## src/rtl/err_pin_pkg.sv

```systemverilog
package err_pin_pkg;
  localparam int NUM_GRP = 3;
  localparam int HI_GRP  = 2;
  localparam int ADDR_W  = 3;

  localparam logic [ADDR_W-1:0] A_PRELOAD = 3'd0;
  localparam logic [ADDR_W-1:0] A_GRP0    = 3'd1;
  localparam logic [ADDR_W-1:0] A_PIN     = 3'd4;
  localparam logic [ADDR_W-1:0] A_FORCE   = 3'd5;
endpackage

```

## src/rtl/evt_group_flags.sv

```systemverilog
module evt_group_flags #(
  parameter int GRP_W = 8
) (
  input  logic             clk,
  input  logic             por_rst,
  input  logic [GRP_W-1:0] evt,
  input  logic [GRP_W-1:0] clr,
  output logic [GRP_W-1:0] flags
);
  logic [GRP_W-1:0] flags_q;

  // a new event wins over a same-cycle clear
  always_ff @(posedge clk) begin
    if (por_rst) flags_q <= '0;
    else         flags_q <= (flags_q & ~clr) | evt;
  end

  assign flags = flags_q;


  evt_sets_flag_chk: assert property (@(posedge clk) disable iff (por_rst)
    (|evt) |=> ((flags_q & $past(evt)) == $past(evt)));


  flag_drop_needs_clr_chk: assert property (@(posedge clk) disable iff (por_rst)
    ((~flags_q & $past(flags_q) & ~$past(clr)) == '0));
endmodule

```

## src/rtl/err_low_timer.sv

```systemverilog
module err_low_timer #(
  parameter int CNT_W = 16
) (
  input  logic             clk,
  input  logic             por_rst,
  input  logic             trig,
  input  logic [CNT_W-1:0] preload,
  output logic             err_n
);
  logic [CNT_W-1:0] cnt_q, cnt_d, load_val;
  logic             err_n_q;

  always_comb begin
    load_val = (preload == '0) ? CNT_W'(1) : preload;
    if (trig)              cnt_d = load_val;
    else if (cnt_q != '0)  cnt_d = cnt_q - CNT_W'(1);
    else                   cnt_d = '0;
  end

  always_ff @(posedge clk) begin
    if (por_rst) begin
      cnt_q   <= '0;
      err_n_q <= 1'b1;
    end else begin
      cnt_q   <= cnt_d;
      err_n_q <= (cnt_d == '0);
    end
  end

  assign err_n = err_n_q;


  trig_pulls_low_chk: assert property (@(posedge clk) disable iff (por_rst)
    trig |=> !err_n_q);


  trig_reloads_chk: assert property (@(posedge clk) disable iff (por_rst)
    trig |=> (cnt_q == (($past(preload) == '0) ? CNT_W'(1) : $past(preload))));


  count_down_chk: assert property (@(posedge clk) disable iff (por_rst)
    (!trig && cnt_q > CNT_W'(1)) |=> (cnt_q == $past(cnt_q) - CNT_W'(1)));


  fall_needs_trig_chk: assert property (@(posedge clk) disable iff (por_rst)
    $fell(err_n_q) |-> $past(trig));
endmodule

```

## src/rtl/err_reg_port.sv

```systemverilog
module err_reg_port
  import err_pin_pkg::*;
#(
  parameter int GRP_W   = 8,
  parameter int CNT_W   = 16,
  parameter int DATA_W  = 16,
  parameter int PRE_RST = 16
) (
  input  logic                     clk,
  input  logic                     por_rst,
  input  logic                     sys_rst,
  input  logic                     wr_en,
  input  logic                     rd_en,
  input  logic [ADDR_W-1:0]        addr,
  input  logic [DATA_W-1:0]        wdata,
  input  logic [NUM_GRP*GRP_W-1:0] flags,
  input  logic                     err_n,
  output logic [CNT_W-1:0]         preload,
  output logic [NUM_GRP*GRP_W-1:0] clr,
  output logic                     diag,
  output logic [DATA_W-1:0]        rdata,
  output logic                     rd_vld
);
  logic [CNT_W-1:0]  pre_q;
  logic [DATA_W-1:0] rd_q, rd_d;
  logic              vld_q;
  logic              unused_wbits;

  assign unused_wbits = ^wdata;

  genvar g;
  generate
    for (g = 0; g < NUM_GRP; g++) begin : g_clr
      assign clr[g*GRP_W +: GRP_W] =
        (wr_en && addr == A_GRP0 + ADDR_W'(g)) ? wdata[GRP_W-1:0] : '0;
    end
  endgenerate

  assign diag = wr_en && (addr == A_FORCE) && wdata[0];

  always_comb begin
    rd_d = '0;
    if (addr == A_PRELOAD)      rd_d[CNT_W-1:0] = pre_q;
    else if (addr == A_PIN)     rd_d[0] = err_n;
    else begin
      for (int k = 0; k < NUM_GRP; k++)
        if (addr == A_GRP0 + ADDR_W'(k))
          rd_d[GRP_W-1:0] = flags[k*GRP_W +: GRP_W];
    end
  end

  always_ff @(posedge clk) begin
    if (por_rst || sys_rst) begin
      pre_q <= CNT_W'(PRE_RST);
      rd_q  <= '0;
      vld_q <= 1'b0;
    end else begin
      if (wr_en && addr == A_PRELOAD) pre_q <= wdata[CNT_W-1:0];
      vld_q <= rd_en;
      if (rd_en) rd_q <= rd_d;
    end
  end

  assign preload = pre_q;
  assign rdata   = rd_q;
  assign rd_vld  = vld_q;


  read_valid_next_chk: assert property (@(posedge clk) disable iff (por_rst || sys_rst)
    rd_en |=> rd_vld);
endmodule

```

## src/rtl/err_pin_ctrl.sv

```systemverilog
module err_pin_ctrl
  import err_pin_pkg::*;
#(
  parameter int GRP_W   = 8,
  parameter int CNT_W   = 16,
  parameter int PRE_RST = 16,
  localparam int DATA_W = (GRP_W > CNT_W) ? GRP_W : CNT_W
) (
  input  logic              clk,
  input  logic              por_rst,
  input  logic              sys_rst,
  input  logic [GRP_W-1:0]  evt_low,
  input  logic [GRP_W-1:0]  evt_mid,
  input  logic [GRP_W-1:0]  evt_high,
  input  logic              wr_en,
  input  logic              rd_en,
  input  logic [2:0]        addr,
  input  logic [DATA_W-1:0] wdata,
  output logic [DATA_W-1:0] rdata,
  output logic              rd_vld,
  output logic              err_n
);
  logic [NUM_GRP*GRP_W-1:0] evt_all, flags_all, clr_all;
  logic [CNT_W-1:0]         preload;
  logic                     diag, pin_trig;

  assign evt_all  = {evt_high, evt_mid, evt_low};
  assign pin_trig = (|evt_all[HI_GRP*GRP_W +: GRP_W]) || diag;

  genvar g;
  generate
    for (g = 0; g < NUM_GRP; g++) begin : g_grp
      evt_group_flags #(.GRP_W(GRP_W)) u_flags (
        .clk     (clk),
        .por_rst (por_rst),
        .evt     (evt_all[g*GRP_W +: GRP_W]),
        .clr     (clr_all[g*GRP_W +: GRP_W]),
        .flags   (flags_all[g*GRP_W +: GRP_W])
      );
    end
  endgenerate

  err_low_timer #(.CNT_W(CNT_W)) u_timer (
    .clk     (clk),
    .por_rst (por_rst),
    .trig    (pin_trig),
    .preload (preload),
    .err_n   (err_n)
  );

  err_reg_port #(
    .GRP_W(GRP_W), .CNT_W(CNT_W), .DATA_W(DATA_W), .PRE_RST(PRE_RST)
  ) u_regs (
    .clk     (clk),
    .por_rst (por_rst),
    .sys_rst (sys_rst),
    .wr_en   (wr_en),
    .rd_en   (rd_en),
    .addr    (addr),
    .wdata   (wdata),
    .flags   (flags_all),
    .err_n   (err_n),
    .preload (preload),
    .clr     (clr_all),
    .diag    (diag),
    .rdata   (rdata),
    .rd_vld  (rd_vld)
  );


  low_groups_quiet_chk: assert property (@(posedge clk) disable iff (por_rst)
    (err_n && !pin_trig) |=> err_n);
endmodule

```

## config.mk

```make
export PLATFORM = sky130hd
export DESIGN_NAME = err_pin_ctrl
export DESIGN_NICKNAME = d
export VERILOG_FILES = /design/src/rtl/err_pin_pkg.sv /design/src/rtl/evt_group_flags.sv /design/src/rtl/err_low_timer.sv /design/src/rtl/err_reg_port.sv /design/src/rtl/err_pin_ctrl.sv
export SDC_FILE = /design/constraint.sdc
export NUM_CORES = 1
export LEC_CHECK = 0
export CAP_MARGIN = 10
export CORE_ASPECT_RATIO = 2
export CORE_MARGIN = 5
export CORE_UTILIZATION = 40
export CTS_BUF_LIST = sky130_fd_sc_hd__clkbuf_8
export CTS_CLUSTER_SIZE = 12
export DETAILED_ROUTE_END_ITERATION = 8
export DONT_BUFFER_PORTS = 1
export GPL_ROUTABILITY_DRIVEN = 0
export SKIP_CTS_REPAIR_TIMING = 1
export SYNTH_ARGS = -nofsm -noshare
export SYNTH_HDL_FRONTEND = slang
export SYNTH_HIERARCHICAL = 1
export SYNTH_SLANG_ARGS = --single-unit
```

## constraint.sdc

```tcl
create_clock -name clk -period 2.3 [get_ports clk]
set_clock_uncertainty 0.2 [all_clocks]
set_input_delay 0 -clock clk [delete_from_list [all_inputs] [get_ports clk]]
set_output_delay 0 -clock clk [all_outputs]
set_load 0.01 [all_outputs]
```

# --- Word level (Yosys, flattened, before mapping) ---
# Index checks and enable logic that the tools add are counted.
word_totals:
  inputBits: 48
  elab_cells: 49
  regBits: 74
op_classes:
  eq_ne: 5
  n_bitwise: 9
  n_addsub: 1
  n_reduce_logical: 13
  n_mux: 13
op_table:
  columns: ["operator", "count"]
  rows:
  - ["$mux W8", 8]
  - ["$mux W16", 3]
  - ["$logic_not A16 Y1", 2]
  - ["$and A8 B8 Y8", 3]
  - ["$not A8 Y8", 3]
  - ["$or A8 B8 Y8", 3]
  - ["$reduce_bool A16 Y1", 1]
  - ["$sub A16 B1 Y16 const B", 1]
  - ["$reduce_or A8 Y1", 1]
  - ["$mux W7", 1]
  - ["$eq A3 B2 Y1 const B", 2]
  - ["$eq A3 B3 Y1 const B", 2]
  - ["$logic_and A1 B1 Y1", 6]
  - ["$eq A3 B1 Y1 const B", 1]
  - ["$logic_not A3 Y1", 1]
  - ["$logic_or A1 B1 Y1", 2]
  - ["$mux W1", 1]

# --- Depth between registers and ports, before layout ---
logic_depth:
  ltp_word: 6
  ltp_mapped: 10

# --- Hierarchy ---
# Netlist, hierarchy kept.
by_module_without_submodules:
  columns: ["mod", "n_inst", "area_per_inst_um2", "seq_area_each_um2", "cells_each"]
  rows:
  - ["err_reg_port", 1, 1672.9, 660.6, 203]
  - ["evt_group_flags", 3, 381.6, 160.2, 33]
  - ["err_low_timer", 1, 1098.6, 340.3, 136]
  - ["err_pin_ctrl", 1, 20.0, 0.0, 4]

# --- Worst setup path after synthesis ---
# No wires, ideal clock.
synth_timing:
  path_type: "reg2reg"
  startpoint: "register u_timer.cnt_q[0]"
  endpoint: "register u_timer.err_n_q (netlist: u_timer/err_n)"
  n_path_buf: 0
  setup_time_ns: 0.057
  setup_slack_ns: 0.071
  arrival_time_ns: 1.972
  path_stages_with_launch: 9
  period_less_slack_ns: 2.229
  cell_sequence: "dfxtp_1 -> inv_1 -> ha_1 -> or3b_4 -> o32ai_1 -> a22o_1 -> nand3_1 -> o41ai_2 -> a21o_1"
synth_via:
  elab_chain_len: 4
  elab_cells_between_ends: 5
synth_lines:
  columns: ["element", "line", "source"]
  rows:
  - ["start, declared", "err_low_timer.sv:10", "logic [CNT_W-1:0] cnt_q, cnt_d, load_val;"]
  - ["start signal, assigned", "err_low_timer.sv:25", "cnt_q <= cnt_d;"]
  - ["$sub A16 B1 Y16 / $reduce_bool A16 Y1 (equally long branches)", "err_low_timer.sv:16", "else if (cnt_q != '0) cnt_d = cnt_q - CNT_W'(1);"]
  - ["$mux W16 (*)", "err_low_timer.sv:16", null]
  - ["$mux W16 (*)", "err_low_timer.sv:15", "if (trig) cnt_d = load_val;"]
  - ["$logic_not A16 Y1 (*)", "err_low_timer.sv:26", "err_n_q <= (cnt_d == '0);"]
  - ["end signal, assigned", "err_low_timer.sv:26", null]
  - ["end, declared", "err_low_timer.sv:11", "logic err_n_q;"]
# Every way passes the cells marked *; elsewhere a longest branch is shown, timed or not.
# A chain may end at the register's enable or synchronous reset.

# --- Worst setup path in the final report ---
# Same ends and word-level chain as after synthesis.

==> results.json <==
{
  "outcome": "finished, violations left",
  "violations": "setup timing",
  "ir_drop_mv": 0.479,
  "synthArstFlopShare_pct": 0,
  "ys_seq_area_share_pct": 37.6,
  "final_nets": 564,
  "synth_top_family_by_area": "simple AND/OR/NAND/NOR gates",
  "critPathMaxFanout": 4,
  "grt_max_degree": 44,
  "via_count": 3409,
  "drt_iter0_drc": 199,
  "drv_slew": 0,
  "hold_viol_final": 0,
  "placed_area_um2": 4000,
  "htreeDepth": 3,
  "avgViaCountPerCell": 5.22,
  "clkLatencyLatePin_ps": 350,
  "synth_xor_area_share_pct": 2.67,
  "syn_area_per_cell_um2": 8.91,
  "synth_edf_count": 0,
  "total_power_mw": 2.72,
  "synthCells": 442,
  "numCtsBuffers": 9,
  "cts_root_buf": "clkbuf_8",
  "wl_met1_mm": 3.81,
  "ff2ff_setup_slack_ps": -60,
  "drv_cap": 0,
  "fmax_ghz": 0.423,
  "powerDensity_nw_per_um2": 541,
  "grt_overflow": 0,
  "dieArea_um2": 12000,
  "holdWs_ps": 20.0,
  "crit_type": "reg -> reg",
  "start_kind": "register",
  "synth_compound_area_share_pct": 17.7,
  "grt_pass1_vias": 3089,
  "utilization_pct": 51.8,
  "crit_end": "u_timer/err_n$_SDFF_PP1_",
  "grt_pass1_wl_mm": 16.4,
  "routed.top_layer": "met4",
  "period_share_pct": 103,
  "final_area_um2": 5020,
  "die_w_um": 80.1,
  "antenna_found_initial": 1,
  "synthMuxAreaShare_pct": 2.29,
  "postRouteAntennaNets": 0,
  "drt-total-wl_mm": 11.7,
  "io_pins": 66,
  "yosys.area_share.simple_pct": 32.2,
  "synthAdderAreaFrac_pct": 0.318,
  "ys_warn_count": 6,
  "clockBufferDepth": 2,
  "start_util_pct": 40.6,
  "cts_sinks": 74,
  "relSlewSlack_pct": 40.4,
  "grt_setup_unrepaired": "yes",
  "clk_pin_slew_ps": 90,
  "port_buffers": 0,
  "grt_usage_pct": 18.2,
  "final_layout_size_suffix_gt1_share_pct": 21.0,
  "finalSetupViolCount": 11,
  "syn-cell-area_um2": 3940,
  "core.rowCount": 51,
  "tightest_slew_ps": 891,
  "dr_wl_met3_um": 411,
  "synth-seq-cells": 74,
  "synth_cell_types": 59,
  "setup_ws_ps": -63.1,
  "critPathCaptureType": "register",
  "cp_data_arrival_time_ps": 2470,
  "first_pass_iters": 4,
  "met2_length_mm": 6.77,
  "wl_per_cell_um": 17.9,
  "p_leak_nw": 1.89,
  "drc_errors": 0,
  "synth_nets": 491,
  "cts_tree": "built",
  "syn2layout_area_growth_pct": 27.5,
  "die_height_um": 150,
  "post-route-min-period_ps": 2360,
  "worstSetupStartpoint": "u_timer/cnt_q[0]$_SDFF_PP0_",
  "hold_path_class": "in -> reg",
  "rr_endpoint": "u_timer/err_n$_SDFF_PP1_",
  "ys.flop_type": "dfxtp_1",
  "crit-reg2reg-launch": "u_timer/cnt_q[0]$_SDFF_PP0_",
  "core_area_um2": 9700,
  "dp_slack_ps": -27.3,
  "cp.required_ps": 2400,
  "r2r_cells": 7,
  "hpwl_mm": 8.24
}
==> flip-flops by register name (all words and copies together) (netlist names) <==
register	count
g_grp.u_flags/flags	24
u_regs/preload	16
u_regs/rd_vld	1
u_regs/rdata	16
u_timer/cnt_q	16
u_timer/err_n	1
==> cells in the mapped netlist (2+ instances only) <==
cell type / instances / area share [%]
or4_1: 3 / 0.57
o21ai_0: 10 / 1.3
mux2_2: 8 / 2.3
nand2b_1: 3 / 0.48
clkbuf_1: 8 / 0.76
a21oi_2: 24 / 5.3
nand2_1: 42 / 4.0
nor4_1: 7 / 1.1
buf_6: 8 / 2.3
xor2_1: 5 / 1.1
nand3_2: 2 / 0.51
dfxtp_1: 74 / 38
nor2b_1: 11 / 1.7
nand3b_1: 2 / 0.38
and3_1: 3 / 0.48
nand2_2: 3 / 0.48
a32oi_1: 7 / 1.6
buf_2: 5 / 0.64
inv_1: 30 / 2.9
a31oi_1: 7 / 1.1
a32o_1: 2 / 0.51
nor3_1: 7 / 0.89
nor2_1: 38 / 3.6
a21oi_1: 26 / 3.3
xnor2_1: 7 / 1.6
nor3b_1: 2 / 0.38
a22oi_1: 13 / 2.5
and2_1: 26 / 4.1
nand3_1: 4 / 0.51
o21ai_1: 2 / 0.25
nand4_1: 2 / 0.32
nand2b_4: 24 / 8.4
==> per-stage QoR <==
| step | setup TNS (ps) | std cells |
|---|---|---|
| global placement | 0 | 559 |
| floorplan | 0 | 442 |
| CTS | -42.0 | 575 |
| detailed placement | -27.3 | 559 |
| global route | -1690 | 653 |
| finish | -236 | 653 |
==> cells by family (layout without fill, tap and decap cells) <==
group | count (synthesis) | in the layout
multiplexers | 8 | 8
other | 0 | 1
AO/OA/AOI/OAI | 99 | 99
XOR/XNOR | 12 | 12
adder cells (fa/ha/maj) | 1 | 1
flip-flops | 74 | 74
AND/OR/NAND/NOR | 194 | 194
buffers and inverters | 54 | 132
==> worst max-delay path, cell delays in order, from the launching register on <==
cell and delay (ps):
dfxtp_2 340, buf_6 120, nor4_4 390, nand4_1 210
xnor2_2 210, or3b_4 380, o41ai_2 320, a21o_1 140
==> worst min path at each step <==
stage	start	to	slack, ps	cells after the start
2_1_floorplan	wdata[4]	u_regs/preload[4]$_SDFFE_PP1P_	-70	2
3_3_place_gp	por_rst	g_grp[0].u_flags/flags[2]$_SDFF_PP0_	-130	1
3_5_place_dp	por_rst	g_grp[0].u_flags/flags[3]$_SDFF_PP0_	-130	1
4_1_cts	por_rst	g_grp[0].u_flags/flags[7]$_SDFF_PP0_	-510	1
5_1_grt	addr[2]	u_regs/rdata[7]$_SDFFE_PP0P_	50	3
6_report	addr[2]	u_regs/rdata[2]$_SDFFE_PP0P_	20	3
==> layer usage <==
layer,GRT usage (%),vias up
met5,0,-
met3,3.53,40
met4,10.1,0
li1,-,1662
met2,35.8,94
met1,16.6,1613
==> area by class of cell <==
class / count / area, um2
fillers: 959 / 4680
multi-input cells: 314 / 2210
flip-flops and latches: 74 / 1490
repair buffers: 86 / 855
well taps: 132 / 165
clock buffers: 9 / 124
inverters: 30 / 113
clock inverters: 7 / 60.1
diodes: 1 / 2.50
==> placed cells by master (no fill, tap or decap), types with 6 or more instances in the layout <==
master,n
a22oi_1,13
nand2b_4,24
and2_1,26
xnor2_1,6
buf_4,10
a21oi_1,26
nand2_1,42
nor2_1,38
dfxtp_1,71
inv_1,28
clkbuf_8,9
dlygate4sd3_1,74
nor3_1,6
nor2b_1,11
nor4_1,7
o21ai_0,10
mux2_2,8
a31oi_1,7
a32oi_1,7
a21oi_2,24
==> where the power goes <==
group          switching, mW  internal (mW)
Sequential            0.0459           1.32
Combinational          0.178          0.213
Clock                  0.547          0.410
Total                  0.771           1.94
Note: power is estimated with default switching activity, not from simulation.
